--- config.mk ---
export PLATFORM = sky130hd
export DESIGN_NAME = irq_status_mask_unit
export DESIGN_NICKNAME = d
export VERILOG_FILES = /design/src/rtl/irq_unit_pkg.sv /design/src/rtl/irq_sticky_bank.sv /design/src/rtl/irq_mask_reg.sv /design/src/rtl/irq_line_gen.sv /design/src/rtl/irq_status_mask_unit.sv
export SDC_FILE = /design/constraint.sdc
export NUM_CORES = 1
export LEC_CHECK = 0
export BUFFER_PORTS_ARGS = -buffer_cell sky130_fd_sc_hd__buf_2
export CORE_MARGIN = 2
export CORE_UTILIZATION = 36
export DETAILED_ROUTE_END_ITERATION = 10
export PLACE_DENSITY_LB_ADDON = 0.05
export SETUP_SLACK_MARGIN = 0.3
export SKIP_LAST_GASP = 1
export SYNTH_ARGS = -nofsm -noshare
export SYNTH_HDL_FRONTEND = slang
export SYNTH_SLANG_ARGS = --single-unit
--- constraint.sdc ---
create_clock -name clk -period 2.35 [get_ports clk]
set_clock_uncertainty 0.15 [all_clocks]
set_input_delay 0 -clock clk [delete_from_list [all_inputs] [get_ports clk]]
set_output_delay 0 -clock clk [all_outputs]
set_load 0.01 [all_outputs]
--- src/rtl/irq_unit_pkg.sv ---
package irq_unit_pkg;
    localparam int N_SRC    = 8;
    localparam int N_LVL    = 2;
    localparam int N_STICKY = N_SRC - N_LVL;

    localparam int BIT_PKT_DONE = 7;
    localparam int BIT_ALL_DONE = 6;
    localparam int BIT_TX_OVF   = 5;
    localparam int BIT_RX_UNF   = 4;
    localparam int BIT_NACK     = 3;
    localparam int BIT_ARB_LOST = 2;
    localparam int BIT_TX_REQ   = 1;
    localparam int BIT_RX_REQ   = 0;

    typedef logic [N_SRC-1:0] src_vec_t;
endpackage

--- src/rtl/irq_sticky_bank.sv ---
module irq_sticky_bank #(
    parameter int WIDTH = 6
) (
    input  logic             clk,
    input  logic             rst_n,
    input  logic [WIDTH-1:0] set_i,
    input  logic [WIDTH-1:0] clr_i,
    output logic [WIDTH-1:0] flags_o
);
    typedef struct packed {
        logic [WIDTH-1:0] flags;
    } bank_state_t;

    bank_state_t st_d, st_q;

    // Each flag: clear is applied first, so a set in the same cycle wins.
    always_comb begin
        st_d = st_q;
        for (int i = 0; i < WIDTH; i++) begin
            if (clr_i[i]) st_d.flags[i] = 1'b0;
            if (set_i[i]) st_d.flags[i] = 1'b1;
        end
    end

    always_ff @(posedge clk or negedge rst_n) begin
        if (!rst_n) st_q <= '0;
        else        st_q <= st_d;
    end

    assign flags_o = st_q.flags;
endmodule

--- src/rtl/irq_mask_reg.sv ---
module irq_mask_reg #(
    parameter int WIDTH = 8
) (
    input  logic             clk,
    input  logic             rst_n,
    input  logic             wr_i,
    input  logic [WIDTH-1:0] wdata_i,
    output logic [WIDTH-1:0] mask_o
);
    typedef struct packed {
        logic [WIDTH-1:0] mask;
    } mask_state_t;

    mask_state_t st_d, st_q;

    always_comb begin
        st_d = st_q;
        if (wr_i) st_d.mask = wdata_i;
    end

    always_ff @(posedge clk or negedge rst_n) begin
        if (!rst_n) st_q <= '0;
        else        st_q <= st_d;
    end

    assign mask_o = st_q.mask;
endmodule

--- src/rtl/irq_line_gen.sv ---
module irq_line_gen #(
    parameter int WIDTH     = 8,
    parameter int FORCE_BIT = 7
) (
    input  logic             clk,
    input  logic             rst_n,
    input  logic [WIDTH-1:0] status_nx_i,
    input  logic [WIDTH-1:0] mask_nx_i,
    output logic             irq_o
);
    typedef struct packed {
        logic irq;
    } line_state_t;

    line_state_t st_d, st_q;

    always_comb begin
        st_d.irq = (|(status_nx_i & mask_nx_i)) | status_nx_i[FORCE_BIT];
    end

    always_ff @(posedge clk or negedge rst_n) begin
        if (!rst_n) st_q <= '0;
        else        st_q <= st_d;
    end

    assign irq_o = st_q.irq;
endmodule

--- src/rtl/irq_status_mask_unit.sv ---
module irq_status_mask_unit
    import irq_unit_pkg::*;
#(
    parameter int          ADDR_W   = 12,
    parameter int          DATA_W   = 32,
    parameter logic [11:0] MASK_OFS = 12'h064,
    parameter logic [11:0] STAT_OFS = 12'h068
) (
    input  logic              clk,
    input  logic              rst_n,
    input  logic [ADDR_W-1:0] reg_addr_i,
    input  logic              reg_wr_i,
    input  logic [DATA_W-1:0] reg_wdata_i,
    output logic [DATA_W-1:0] reg_rdata_o,
    input  logic              ev_pkt_done_i,
    input  logic              ev_all_done_i,
    input  logic              ev_tx_ovf_i,
    input  logic              ev_rx_unf_i,
    input  logic              ev_nack_i,
    input  logic              ev_arb_lost_i,
    input  logic              lvl_tx_req_i,
    input  logic              lvl_rx_req_i,
    output logic              irq_o
);
    localparam logic [ADDR_W-1:0] A_MASK = ADDR_W'(MASK_OFS);
    localparam logic [ADDR_W-1:0] A_STAT = ADDR_W'(STAT_OFS);

    typedef struct packed {
        logic          hit_mask;
        logic          hit_stat;
        logic [N_STICKY-1:0] set;
        logic [N_STICKY-1:0] clr;
        src_vec_t      status_nx;
        src_vec_t      mask_nx;
    } decode_t;

    decode_t dec;

    logic [N_STICKY-1:0] stat_sticky;
    src_vec_t            mask_q;
    src_vec_t            status_view;
    logic [N_LVL-1:0]    levels;

    assign levels = {lvl_tx_req_i, lvl_rx_req_i};

    always_comb begin
        dec.hit_mask = (reg_addr_i == A_MASK);
        dec.hit_stat = (reg_addr_i == A_STAT);
        dec.set = {ev_pkt_done_i, ev_all_done_i, ev_tx_ovf_i,
                   ev_rx_unf_i, ev_nack_i, ev_arb_lost_i};
        dec.clr = (reg_wr_i && dec.hit_stat) ? reg_wdata_i[N_SRC-1:N_LVL] : '0;
        dec.status_nx = {(stat_sticky & ~dec.clr) | dec.set, levels};
        dec.mask_nx = (reg_wr_i && dec.hit_mask) ? reg_wdata_i[N_SRC-1:0] : mask_q;
    end

    irq_sticky_bank #(.WIDTH(N_STICKY)) u_sticky (
        .clk     (clk),
        .rst_n   (rst_n),
        .set_i   (dec.set),
        .clr_i   (dec.clr),
        .flags_o (stat_sticky)
    );

    irq_mask_reg #(.WIDTH(N_SRC)) u_mask (
        .clk     (clk),
        .rst_n   (rst_n),
        .wr_i    (reg_wr_i && dec.hit_mask),
        .wdata_i (reg_wdata_i[N_SRC-1:0]),
        .mask_o  (mask_q)
    );

    irq_line_gen #(.WIDTH(N_SRC), .FORCE_BIT(BIT_PKT_DONE)) u_line (
        .clk         (clk),
        .rst_n       (rst_n),
        .status_nx_i (dec.status_nx),
        .mask_nx_i   (dec.mask_nx),
        .irq_o       (irq_o)
    );

    assign status_view = {stat_sticky, levels};

    always_comb begin
        reg_rdata_o = '0;
        if (dec.hit_mask)      reg_rdata_o[N_SRC-1:0] = mask_q;
        else if (dec.hit_stat) reg_rdata_o[N_SRC-1:0] = status_view;
    end
endmodule

* Yosys cells after proc, flatten, opt, wreduce, memory -nomap -nowiden *
Index checks and enable logic that the tools add are counted.

cells by class
  equality and inequality tests = 2
  muxes and demuxes = 16
  bitwise gates (word level) = 5
  reduce and logical (&&, ||, !) cells = 9

operator list
  cell                                                                    number
  12-bit by 7-bit equality test with 1-bit output, second input constant  2
  8-bit two-way mux                                                       3
  1-bit two-way mux                                                       12
  2-bit nonzero test                                                      6
  8-bit AND                                                               1
  8-bit OR reduction                                                      1
  6-bit AND                                                               1
  6-bit two-way mux                                                       1
  6-bit NOT                                                               1
  6-bit bitwise OR                                                        1
  1-bit logical AND                                                       2
  1-bit bitwise OR                                                        1

word-level totals
  flip-flop bits (word level) = 15
  input bits = 55
  word-level logic and storage cells = 40

* Longest topological paths before layout *
Gate-level depths: netlist of run 1.

  depth after elaboration = 9
  gate-level depth with buffers = 6

* Hierarchy *
From an unflattened synthesis of run 1, not the netlist that was laid out.

unflattened totals
  cell total of the unflattened synthesis = 133
  area, all modules = 1261.2 um^2

modules (own cells, without submodules)
  module                times used  cells each  area an instance (um^2)
  irq_status_mask_unit  1           92          645.6
  irq_mask_reg          1           17          331.6
  irq_sticky_bank       1           18          217.7
  irq_line_gen          1           6           66.3

* Worst setup path after synthesis of run 1 *
OpenSTA, ideal clock, no wires.

  path type = input-to-reg
  from = input reg_addr_i[7]
  to = register u_line.st_q (netlist: u_line.irq_o)
  setup time = 0.135 ns
  arrival time = 1.624 ns
  required time = 2.065 ns
  slack = 0.441 ns
  stages = 6
  cells stage by stage = or4b_4 > nand4bb_1 > buf_6 > mux2_4 > a222oi_1 > nand4_1

RTL lines
  item                    RTL line                    RTL
  start: declaration      irq_status_mask_unit.sv:11  input logic [ADDR_W-1:0] reg_addr_i,
  end signal: assignment  irq_line_gen.sv:23          else st_q <= st_d;
  end: declaration        irq_line_gen.sv:15          line_state_t st_d, st_q;

* Final worst setup path of run 1 *
  from = input reg_addr_i[7]
  to = register u_line.st_q (netlist: u_line.irq_o)

on the way
  word-level cells in the longest chain between the ends = 9
  elaborated cells between the ends (all ways) = 12

RTL lines
  item                                             RTL line                    RTL
  12-bit by 7-bit equality test with 1-bit output  irq_status_mask_unit.sv:48  dec.hit_stat = (reg_addr_i == A_STAT);
  1-bit logical AND                                irq_status_mask_unit.sv:51  dec.clr = (reg_wr_i && dec.hit_stat) ? reg_wdata_i[N_SRC-1:N_LVL] : '0;
  6-bit two-way mux                                irq_status_mask_unit.sv:51
  6-bit NOT                                        irq_status_mask_unit.sv:52  dec.status_nx = {(stat_sticky & ~dec.clr) | dec.set, levels};
  6-bit AND                                        irq_status_mask_unit.sv:52
  6-bit bitwise OR                                 irq_status_mask_unit.sv:52
  8-bit AND                                        irq_line_gen.sv:18          st_d.irq = (|(status_nx_i & mask_nx_i)) | status_nx_i[FORCE_BIT];
  8-bit OR reduction                               irq_line_gen.sv:18
  1-bit bitwise OR (*)                             irq_line_gen.sv:18
  via u_line.st_d                                  irq_line_gen.sv:15

Mark *: on every way through the listed nets, which the timed path passes. The rest lies on a longest branch.
A chain may end at the register's enable or synchronous reset.

==> run_summary.xml, run 1 <==
<?xml version="1.0" encoding="UTF-8"?>
<metrics>
  <group name="critical_path">
    <metric name="crit_arrival" unit="ns">2.01</metric>
    <metric name="timing.critical_path.required" unit="ns">2.35</metric>
    <metric name="endpoint_kind" unit="">flop</metric>
    <metric name="start_kind" unit="">input port</metric>
    <metric name="timing.setup.critical_path_class" unit="">input port to flop</metric>
    <metric name="path_max_fanout" unit="">5</metric>
  </group>
  <group name="timing">
    <metric name="finalWorstPathRequiredPeriod" unit="ns">2.01</metric>
    <metric name="max-slew-margin-rel" unit="%">64.0</metric>
    <metric name="finalSetupTns" unit="ns">0</metric>
    <metric name="hold_ws" unit="ns">0.00967</metric>
    <metric name="report.final.setup_viol" unit="">0</metric>
    <metric name="worst_slew_pin_slew" unit="ns">0.533</metric>
    <metric name="layout_worst_path_cycle_share" unit="%">85.6</metric>
    <metric name="grt_setup_unrepaired" unit="">no</metric>
    <metric name="drv_slew" unit="">0</metric>
    <metric name="timing.fmax" unit="MHz">497</metric>
    <metric name="finalHoldViolCount" unit="">0</metric>
  </group>
  <group name="detailed_routing">
    <metric name="viasPerCell" unit="">4.57</metric>
    <metric name="post-route-drc-count" unit="">0</metric>
    <metric name="final_antenna_net_count" unit="">0</metric>
    <metric name="drtPass1Iterations" unit="">4</metric>
    <metric name="drt-total-wl" unit="µm">2260</metric>
    <metric name="route.vias.total" unit="">854</metric>
    <metric name="drt-initial-drc-count" unit="">14</metric>
    <metric name="wl_per_cell" unit="µm">12.1</metric>
  </group>
  <group name="clock_tree">
    <metric name="cts.reportedPaths.clkPinSlew" unit="ns">0.09</metric>
    <metric name="tritoncts_clock_tree" unit="">built</metric>
    <metric name="cts_buffers" unit="">3</metric>
    <metric name="clock_tree.buffer_depth" unit="">2</metric>
    <metric name="clock_latency" unit="ns">0.27</metric>
    <metric name="cts_max_level" unit="">1</metric>
    <metric name="count_of_clock_tree_sinks" unit="">15</metric>
    <metric name="clockRootBuffer" unit="">sky130_fd_sc_hd__clkbuf_4</metric>
  </group>
  <group name="synth">
    <metric name="synth_area_per_cell" unit="µm²">10.5</metric>
    <metric name="syn-cell-area" unit="µm²">948</metric>
    <metric name="netlist.top_cell.by_area" unit="">sky130_fd_sc_hd__dfrtp_1</metric>
    <metric name="yosys.cell_types.count" unit="">23</metric>
    <metric name="synthCells" unit="">90</metric>
    <metric name="post_synth_main_area_contributors" unit="">sky130_fd_sc_hd__dfrtp_1 40%, sky130_fd_sc_hd__buf_4 19%, sky130_fd_sc_hd__a22o_1 7.4%</metric>
    <metric name="post-synth-top-area-fraction" unit="%">39.6</metric>
    <metric name="yosys_register_bits" unit="">15</metric>
    <metric name="ys_seq_area_share" unit="%">39.6</metric>
    <metric name="ys_warn_count" unit="">0</metric>
  </group>
  <group name="placement">
    <metric name="port_buffers" unit="">39</metric>
    <metric name="gp_congestion" unit="">0.727</metric>
    <metric name="postPlaceCellArea" unit="mm²">0.00111</metric>
    <metric name="detailedPlacementHpwl" unit="µm">1650</metric>
  </group>
  <group name="pwr">
    <metric name="total_leakage_power" unit="µW">0.000676</metric>
    <metric name="max-vdd-ir-drop" unit="mV">0.301</metric>
    <metric name="power_per_cell_area" unit="mW/mm²">354</metric>
  </group>
  <group name="finish">
    <metric name="storage_element_area" unit="µm²">375</metric>
    <metric name="design_area" unit="mm²">0.00135</metric>
    <metric name="fillers" unit="">232</metric>
    <metric name="layout.core_utilization" unit="%">54.4</metric>
    <metric name="antennaDiodeCount" unit="">0</metric>
    <metric name="area_growth_syn_to_layout" unit="%">42.2</metric>
    <metric name="mostFrequentLayoutCell" unit="">sky130_fd_sc_hd__buf_2</metric>
    <metric name="layout-drive-gt1-share" unit="%">38.2</metric>
    <metric name="layout.cells.most_common_list" unit="">39 x sky130_fd_sc_hd__buf_2, 24 x sky130_fd_sc_hd__conb_1, 19 x sky130_fd_sc_hd__dlygate4sd3_1</metric>
    <metric name="multiInputGateArea" unit="µm²">449</metric>
    <metric name="layout.nets" unit="">213</metric>
  </group>
  <group name="outcome">
    <metric name="run_status" unit="">finished, final reports clean</metric>
  </group>
  <group name="global_route">
    <metric name="grt_start_max_net_pins" unit="">16</metric>
    <metric name="first_global_vias" unit="">811</metric>
    <metric name="grt-ovfl-total" unit="">0</metric>
    <metric name="grt_first_pass_wirelength" unit="µm">3700</metric>
    <metric name="grt.total_usage" unit="%">14.8</metric>
    <metric name="grt_antenna_before_repair" unit="">0</metric>
  </group>
  <group name="flow_run">
    <metric name="cap_viol_max_count" unit="">0</metric>
  </group>
  <group name="hold_path">
    <metric name="hp-class" unit="">input port to async pin</metric>
  </group>
  <group name="floorplan">
    <metric name="effective_utilization_at_floorplan" unit="%">38.3</metric>
    <metric name="floorplan.core_area" unit="mm²">0.00248</metric>
    <metric name="pin_count" unit="">88</metric>
    <metric name="design.die.area" unit="mm²">0.00306</metric>
    <metric name="rows" unit="">18</metric>
    <metric name="height_of_the_die" unit="µm">55.3</metric>
    <metric name="chipWidth" unit="µm">55.3</metric>
  </group>
</metrics>
## path summary, 6_finish.rpt
check / slack, ns / cells after the start / endpoint / startpoint
max: 0.34 / 8 / u_line.irq_o / reg_addr_i[7]
min: 0.01 / 2 / u_sticky.flags_o[0] / rst_n
max reg2reg: 0.86 / 3 / u_line.irq_o / u_sticky.flags_o[5]
min reg2reg: 0.37 / 1 / u_mask.mask_o[7] / u_mask.mask_o[7]
max in group asynchronous: 1.79 / 2 / u_mask.mask_o[1] / rst_n
min in group clk: 0.04 / 6 / u_line.irq_o / reg_wr_i
## synth_stat cells (all sizes together)
library cell  number
dfrtp             15
a31oi              4
nor2               5
a21oi              1
o41ai              1
mux2               8
nand4bb            1
inv                6
nand2b             1
nand4              1
nand2              3
or4b               3
buf               25
nor4               2
a22o               8
a222oi             1
conb               1
nor4b              2
a22oi              2
## cells by family after synthesis
kind of cell	count (synthesis)	share of synthesized area, %
buf+inv	31	22.6
simple gates	18	13.1
compound gates	17	14.1
flops	15	39.6
mux	8	10.3
other cells	1	0.395
## metrics by stage
step / instances / power (µW) / setup WS (ns)
global placement: 161 / 322 / 0.139
floorplan: 113 / 319 / 0.441
finish: 187 / 478 / 0.337
global route: 187 / 504 / 0.260
detailed placement: 161 / 323 / 0.111
CTS: 184 / 485 / 0.383
## flip-flops by register name (all words and copies together) (netlist names)
| register | flops |
|---|---|
| u_line.irq_o | 1 |
| u_sticky.flags_o | 6 |
| u_mask.mask_o | 8 |
## what timing repair did
action,CTS,global route
setup endpoints to repair,0,1
buffers inserted,0,3
hold endpoints to repair,30,0
hold buffers,19,0
resized for setup,0,1
## worst max-delay path, cell delays in order
cell and delay (ns):
sky130_fd_sc_hd__buf_2 0.09, sky130_fd_sc_hd__or4b_4 0.57, sky130_fd_sc_hd__nor4_2 0.29, sky130_fd_sc_hd__buf_4 0.18, sky130_fd_sc_hd__nand2_1 0.05, sky130_fd_sc_hd__a21oi_1 0.13
sky130_fd_sc_hd__dlygate4sd3_1 0.60, sky130_fd_sc_hd__nand4_1 0.10
## routing by layer
layer  up-vias  GRT usage (%)  wire length, µm
met2        41           26.0             1110
met3         0           3.75              163
li1        414              -                -
met5         -              0                0
met1       399           18.6              978
met4         0           2.09                0
## power by group
group          switching, µW  internal (µW)
logic                   40.0           37.2
registers              0.289            258
clock network           76.1           65.6
## final cells by class
class | instances | share of cell area, %
multi-input cells | 67 | 33.3
repair buffers | 65 | 32.5
flip-flops and latches | 15 | 27.8
well taps | 30 | 2.78
clock buffers | 4 | 1.95
inverters | 6 | 1.67
Power figures use the tool's default switching activity.
==> run 2, diff against run 1 <==
--- a/config.mk
+++ b/config.mk
@@ -7,7 +7,8 @@
 export LEC_CHECK = 0
 export BUFFER_PORTS_ARGS = -buffer_cell sky130_fd_sc_hd__buf_2
 export CORE_MARGIN = 2
-export CORE_UTILIZATION = 36
+export CORE_UTILIZATION = 38
+export CTS_BUF_LIST = sky130_fd_sc_hd__clkbuf_8
 export DETAILED_ROUTE_END_ITERATION = 10
 export PLACE_DENSITY_LB_ADDON = 0.05
 export SETUP_SLACK_MARGIN = 0.3
==> run 2 against run 1 <==
Cell count fell by 1.6%. Largest power group unchanged. Critical path type unchanged. Hold slack improved by 0.029 ns. Combinational power rose by 1%. Sequential power barely moved. Global-route usage rose by 1.3 points. Largest cell class unchanged.
==> run_summary.xml, run 2 (synthesis gave the netlist of run 1 again) <==
<?xml version="1.0" encoding="UTF-8"?>
<metrics>
  <group name="outcome">
    <metric name="run_status" unit="">finished, final reports clean</metric>
  </group>
  <group name="clock_tree">
    <metric name="post_cts.resized_instances" unit="">0</metric>
    <metric name="tritoncts_clock_tree" unit="">built</metric>
    <metric name="count_of_clock_tree_sinks" unit="">15</metric>
    <metric name="cts.reportedPaths.clkPinSlew" unit="ns">0.07</metric>
    <metric name="cts_hold_buf" unit="">18</metric>
    <metric name="clock_tree.buffer_depth" unit="">2</metric>
    <metric name="postCtsSetupBuffers" unit="">0</metric>
    <metric name="cts_max_level" unit="">1</metric>
    <metric name="clock_latency" unit="ns">0.25</metric>
    <metric name="cts_buffers" unit="">3</metric>
    <metric name="clockRootBuffer" unit="">sky130_fd_sc_hd__clkbuf_8</metric>
  </group>
  <group name="finish">
    <metric name="layout.nets" unit="">210</metric>
    <metric name="design_area" unit="mm²">0.00134</metric>
    <metric name="antennaDiodeCount" unit="">0</metric>
    <metric name="area_growth_syn_to_layout" unit="%">41.3</metric>
    <metric name="mostFrequentLayoutCell" unit="">sky130_fd_sc_hd__buf_2</metric>
    <metric name="layout.cells.most_common_list" unit="">39 x sky130_fd_sc_hd__buf_2, 24 x sky130_fd_sc_hd__conb_1, 18 x sky130_fd_sc_hd__dlygate4sd3_1</metric>
    <metric name="fillers" unit="">225</metric>
    <metric name="largest_register_ff_count" unit="">8</metric>
    <metric name="layout-drive-gt1-share" unit="%">37.7</metric>
  </group>
  <group name="global_route">
    <metric name="grt.met3_usage" unit="%">1.94</metric>
    <metric name="grt_start_max_net_pins" unit="">16</metric>
    <metric name="grt_first_pass_wirelength" unit="µm">3370</metric>
    <metric name="first_global_vias" unit="">780</metric>
    <metric name="groute.layer.met1.usage" unit="%">20.6</metric>
    <metric name="grt.total_usage" unit="%">16.1</metric>
    <metric name="top_usage_layer" unit="">met2</metric>
    <metric name="global_route.usage.met2" unit="%">29.1</metric>
    <metric name="grt-ovfl-total" unit="">0</metric>
    <metric name="grt_antenna_before_repair" unit="">0</metric>
  </group>
  <group name="critical_path">
    <metric name="timing.critical_path.cells" unit="">buf_2 -&gt; or4b_4 -&gt; nand4bb_1 -&gt; buf_4 -&gt; mux2_2 -&gt; a22oi_1 -&gt; nand4_1</metric>
    <metric name="crit_arrival" unit="ns">1.92</metric>
    <metric name="critical_path.top_delay_family" unit="">simple AND/OR/NAND/NOR gates</metric>
    <metric name="timing.reg2reg.worst_path_depth" unit="">3</metric>
    <metric name="path_max_fanout" unit="">5</metric>
    <metric name="timing.setup.critical_path_class" unit="">input port to flop</metric>
    <metric name="endpoint_kind" unit="">flop</metric>
    <metric name="worstPathBufferInverterCount" unit="">2</metric>
    <metric name="worst_setup_path_startpoint" unit="">reg_addr_i[7]</metric>
    <metric name="setup.reg_to_reg.worst_slack" unit="ns">0.96</metric>
    <metric name="start_kind" unit="">input port</metric>
    <metric name="worst_path_largest_cell_delay" unit="ns">0.54</metric>
    <metric name="rr_endpoint" unit="">u_line.irq_o</metric>
    <metric name="crit_slowest_cell" unit="">sky130_fd_sc_hd__or4b_4</metric>
    <metric name="regToRegStartpoint" unit="">u_mask.mask_o[6]</metric>
    <metric name="timing.critical_path.required" unit="ns">2.32</metric>
  </group>
  <group name="placement">
    <metric name="gp_congestion" unit="">0.696</metric>
    <metric name="port_buffers" unit="">39</metric>
    <metric name="postPlaceCellArea" unit="mm²">0.00111</metric>
    <metric name="detailedPlacementHpwl" unit="µm">1670</metric>
  </group>
  <group name="timing">
    <metric name="layout_worst_path_cycle_share" unit="%">83.1</metric>
    <metric name="finalWorstPathRequiredPeriod" unit="ns">1.95</metric>
    <metric name="drv_slew" unit="">0</metric>
    <metric name="finalSetupTns" unit="ns">0</metric>
    <metric name="worst_slew_pin_slew" unit="ns">0.509</metric>
    <metric name="timing.fmax" unit="MHz">512</metric>
    <metric name="report.final.setup_viol" unit="">0</metric>
    <metric name="finalHoldViolCount" unit="">0</metric>
    <metric name="max-slew-margin-rel" unit="%">65.6</metric>
    <metric name="grt_setup_unrepaired" unit="">no</metric>
  </group>
  <group name="detailed_routing">
    <metric name="drt-initial-drc-count" unit="">6</metric>
    <metric name="route.vias.total" unit="">841</metric>
    <metric name="viasPerCell" unit="">4.57</metric>
    <metric name="final_antenna_net_count" unit="">0</metric>
    <metric name="post-route-drc-count" unit="">0</metric>
    <metric name="wl_per_cell" unit="µm">12.5</metric>
    <metric name="drt-total-wl" unit="µm">2310</metric>
    <metric name="drtPass1Iterations" unit="">4</metric>
  </group>
  <group name="hold_path">
    <metric name="hp-class" unit="">input port to async pin</metric>
  </group>
  <group name="floorplan">
    <metric name="pin_count" unit="">88</metric>
    <metric name="height_of_the_die" unit="µm">54.0</metric>
    <metric name="rows" unit="">18</metric>
    <metric name="chipWidth" unit="µm">54.0</metric>
    <metric name="effective_utilization_at_floorplan" unit="%">39.4</metric>
    <metric name="design.die.area" unit="mm²">0.00291</metric>
    <metric name="floorplan.core_area" unit="mm²">0.00241</metric>
  </group>
  <group name="pwr">
    <metric name="total_leakage_power" unit="µW">0.000666</metric>
    <metric name="max-vdd-ir-drop" unit="mV">0.500</metric>
    <metric name="power_per_cell_area" unit="mW/mm²">409</metric>
  </group>
  <group name="flow_run">
    <metric name="cap_viol_max_count" unit="">0</metric>
  </group>
</metrics>
-- run 2: through the flow --
| step | setup slack, ns | power [µW] | util, % | std cells | hold WS [ns] |
|---|---|---|---|---|---|
| floorplan | 0.441 | 319 | - | 113 | -0.446 |
| global placement | 0.126 | 323 | 46.2 | 162 | -0.229 |
| detailed placement | 0.118 | 325 | 46.2 | 162 | -0.220 |
| CTS | 0.381 | 550 | 55.6 | 184 | 0.0471 |
| global route | 0.320 | 577 | 55.6 | 184 | 0.0569 |
| finish | 0.398 | 547 | 55.6 | 184 | 0.0386 |
-- run 2: final cells by class --
type / instances / area (µm²) / share of cell area (%)
inverters: 6 / 22.5 / 1.68
clock buffers: 3 / 41.3 / 3.08
multi-input cells: 67 / 445 / 33.2
repair buffers: 62 / 413 / 30.8
flip-flops and latches: 15 / 375 / 28.0
clock inverters: 1 / 5.00 / 0.373
well taps: 30 / 37.5 / 2.80
-- run 2: power breakdown --
| group | leakage, µW | switching, µW | total [µW] | internal, µW |
|---|---|---|---|---|
| clock network | 0.0000255 | 93.0 | 210 | 117 |
| logic | 0.000468 | 40.8 | 78.2 | 37.4 |
| registers | 0.000173 | 0.319 | 259 | 259 |
-- run 2: per-layer routing --
layer / part of all wire [%] / wire length (µm)
met2: 53 / 1220
met4: 0 / 0
met3: 5.9 / 135
met1: 41 / 948
met5: 0 / 0
-- run 2: worst max path at each step --
stage | end | slack, ns | cells past startpoint
after floorplan | u_line.irq_o | 0.44 | 6
after global placement | u_line.irq_o | 0.13 | 6
after detailed placement | u_line.irq_o | 0.12 | 6
after CTS | u_line.irq_o | 0.38 | 6
after global routing | u_line.irq_o | 0.32 | 6
final | u_line.irq_o | 0.40 | 7
-- run 2: worst register-to-register path, delay by kind of cell (launching register included) --
kind | cells | cell delay, ns
AOI/OAI and AO/OA | 1 | 0.32
DFF | 1 | 0.40
and+or+nand+nor | 1 | 0.13
muxes | 1 | 0.27
==> run 3, diff against run 2 <==
==> constraint.sdc (replaced) <==
create_clock -name clk -period 1.9 [get_ports clk]
set_clock_uncertainty 0.15 [all_clocks]
set_input_delay 0 -clock clk [delete_from_list [all_inputs] [get_ports clk]]
set_output_delay 0 -clock clk [all_outputs]
set_load 0.01 [all_outputs]
==> run 3 against run 2 <==
Sequential cell count stayed put. Setup slack worse by 0.27 ns. Count of clock-buffer cells in the layout stayed put. Critical path type unchanged. Critical endpoint unchanged. Highest routed layer is now met4.
==> run_summary.xml, run 3 (synthesis gave the netlist of run 1 again) <==
<?xml version="1.0" encoding="UTF-8"?>
<metrics>
  <group name="outcome">
    <metric name="run_status" unit="">finished, final reports clean</metric>
  </group>
  <group name="pwr">
    <metric name="total_power" unit="µW">691</metric>
    <metric name="total_leakage_power" unit="µW">0.000750</metric>
    <metric name="power_per_cell_area" unit="mW/mm²">466</metric>
    <metric name="max-vdd-ir-drop" unit="mV">0.468</metric>
  </group>
  <group name="placement">
    <metric name="postPlaceCellArea" unit="mm²">0.00117</metric>
    <metric name="detailedPlacementHpwl" unit="µm">1700</metric>
    <metric name="detailedPlace.worstSlack" unit="ns">-0.287</metric>
    <metric name="gp_congestion" unit="">0.665</metric>
    <metric name="port_buffers" unit="">39</metric>
    <metric name="number_of_cells_in_the_design_after_placement" unit="">170</metric>
  </group>
  <group name="finish">
    <metric name="antennaDiodeCount" unit="">0</metric>
    <metric name="area_growth_syn_to_layout" unit="%">56.3</metric>
    <metric name="layout.cells.most_common_list" unit="">36 x sky130_fd_sc_hd__buf_2, 24 x sky130_fd_sc_hd__conb_1, 17 x sky130_fd_sc_hd__dlygate4sd3_1</metric>
    <metric name="finalNonFillerCells" unit="">192</metric>
    <metric name="layout-drive-gt1-share" unit="%">45.1</metric>
    <metric name="largest_register_ff_count" unit="">8</metric>
    <metric name="layout.nets" unit="">218</metric>
    <metric name="design_area" unit="mm²">0.00148</metric>
    <metric name="layout.core_utilization" unit="%">61.5</metric>
    <metric name="mostFrequentLayoutCell" unit="">sky130_fd_sc_hd__buf_2</metric>
    <metric name="fillers" unit="">221</metric>
  </group>
  <group name="floorplan">
    <metric name="pin_count" unit="">88</metric>
    <metric name="chipWidth" unit="µm">54.0</metric>
    <metric name="height_of_the_die" unit="µm">54.0</metric>
    <metric name="rows" unit="">18</metric>
    <metric name="design.die.area" unit="mm²">0.00291</metric>
    <metric name="floorplan.core_area" unit="mm²">0.00241</metric>
    <metric name="effective_utilization_at_floorplan" unit="%">39.4</metric>
  </group>
  <group name="detailed_routing">
    <metric name="post-route-drc-count" unit="">0</metric>
    <metric name="drtPass1Iterations" unit="">4</metric>
    <metric name="wl_per_cell" unit="µm">12.1</metric>
    <metric name="viasPerCell" unit="">4.51</metric>
    <metric name="drt-total-wl" unit="µm">2330</metric>
    <metric name="drt-initial-drc-count" unit="">6</metric>
    <metric name="final_antenna_net_count" unit="">0</metric>
    <metric name="route.vias.total" unit="">865</metric>
  </group>
  <group name="global_route">
    <metric name="first_global_vias" unit="">863</metric>
    <metric name="grt-ovfl-total" unit="">0</metric>
    <metric name="grt_antenna_before_repair" unit="">0</metric>
    <metric name="grt_first_pass_wirelength" unit="µm">3660</metric>
    <metric name="grt.total_usage" unit="%">17.3</metric>
    <metric name="grt_start_max_net_pins" unit="">16</metric>
  </group>
  <group name="hold_path">
    <metric name="hp-class" unit="">input port to flop</metric>
  </group>
  <group name="timing">
    <metric name="grt_setup_unrepaired" unit="">yes</metric>
    <metric name="finalWorstSetupSlack" unit="ns">0.132</metric>
    <metric name="layout_worst_path_cycle_share" unit="%">93.0</metric>
    <metric name="drv_slew" unit="">0</metric>
    <metric name="report.final.setup_viol" unit="">0</metric>
    <metric name="finalWorstPathRequiredPeriod" unit="ns">1.77</metric>
    <metric name="finalHoldViolCount" unit="">0</metric>
    <metric name="timing.fmax" unit="MHz">566</metric>
  </group>
  <group name="critical_path">
    <metric name="crit_arrival" unit="ns">1.72</metric>
    <metric name="endpoint_kind" unit="">flop</metric>
    <metric name="path_max_fanout" unit="">4</metric>
    <metric name="start_kind" unit="">input port</metric>
    <metric name="timing.critical_path.required" unit="ns">1.85</metric>
    <metric name="timing.setup.critical_path_class" unit="">input port to flop</metric>
  </group>
  <group name="clock_tree">
    <metric name="cts_max_level" unit="">1</metric>
    <metric name="cts.reportedPaths.clkPinSlew" unit="ns">0.06</metric>
    <metric name="tritoncts_clock_tree" unit="">built</metric>
    <metric name="count_of_clock_tree_sinks" unit="">15</metric>
    <metric name="clockRootBuffer" unit="">sky130_fd_sc_hd__clkbuf_8</metric>
    <metric name="clock_tree.buffer_depth" unit="">2</metric>
    <metric name="clock_latency" unit="ns">0.24</metric>
    <metric name="cts_buffers" unit="">3</metric>
  </group>
  <group name="flow_run">
    <metric name="cap_viol_max_count" unit="">0</metric>
  </group>
</metrics>
-- run 3: worst paths after layout --
path / startpoint / end / slack (ns) / cells after the start
worst min register to register: u_sticky.flags_o[5] / u_sticky.flags_o[5] / 0.35 / 2
worst max register to register: u_mask.mask_o[2] / u_line.irq_o / 0.48 / 3
max in group asynchronous: rst_n / u_line.irq_o / 1.31 / 2
min in group asynchronous: rst_n / u_mask.mask_o[4] / 0.04 / 2
worst max-delay path: reg_addr_i[7] / u_line.irq_o / 0.13 / 6
worst min-delay path: ev_nack_i / u_sticky.flags_o[1] / 0.01 / 4
-- run 3: area by class of cell --
class,instances,area [µm²],area share (%)
Timing Repair Buffer,70,504,34.0
Multi-Input combinational cell,67,497,33.5
Sequential cell,15,375,25.3
Clock buffer,3,41.3,2.78
Tap cell,30,37.5,2.53
Inverter,6,22.5,1.52
Clock inverter,1,5.00,0.338
-- run 3: metal layers --
| layer | track usage [%] | share of wire (%) | vias to the layer above |
|---|---|---|---|
| met5 | 0 | 0 | - |
| met4 | 5.13 | 0.43 | 0 |
| met3 | 2.50 | 5.9 | 2 |
| met2 | 30.9 | 51 | 32 |
| met1 | 21.4 | 43 | 410 |
| li1 | - | - | 421 |
-- run 3: power by group --
group	switching (µW)	internal [µW]
Sequential	0.363	320
Clock	108	145
Combinational	55.3	62.2
Total	164	527
-- run 3: what timing repair did --
action / CTS / global route
setup endpoints to repair: 11 / 9
hold endpoints to repair: 30 / 0
pin swaps: 6 / 4
resized for setup: 12 / 3
hold buffers: 17 / 0
buffers inserted: 1 / 0
-- run 3: stage by stage --
step                      hold slack (ns)  TNS [ns]
after global routing               0.0261         0
after detailed placement           -0.230    -0.317
after floorplan                    -0.446         0
after global placement             -0.226    -0.302
after CTS                         0.00729         0
final                              0.0112         0
-- run 3: critical path, cell delays in order --
cell,delay [ns]
sky130_fd_sc_hd__buf_6,0.09
sky130_fd_sc_hd__or4b_4,0.54
sky130_fd_sc_hd__nand4bb_4,0.26
sky130_fd_sc_hd__mux2_4,0.34
sky130_fd_sc_hd__a222oi_1,0.35
sky130_fd_sc_hd__nand4_1,0.13
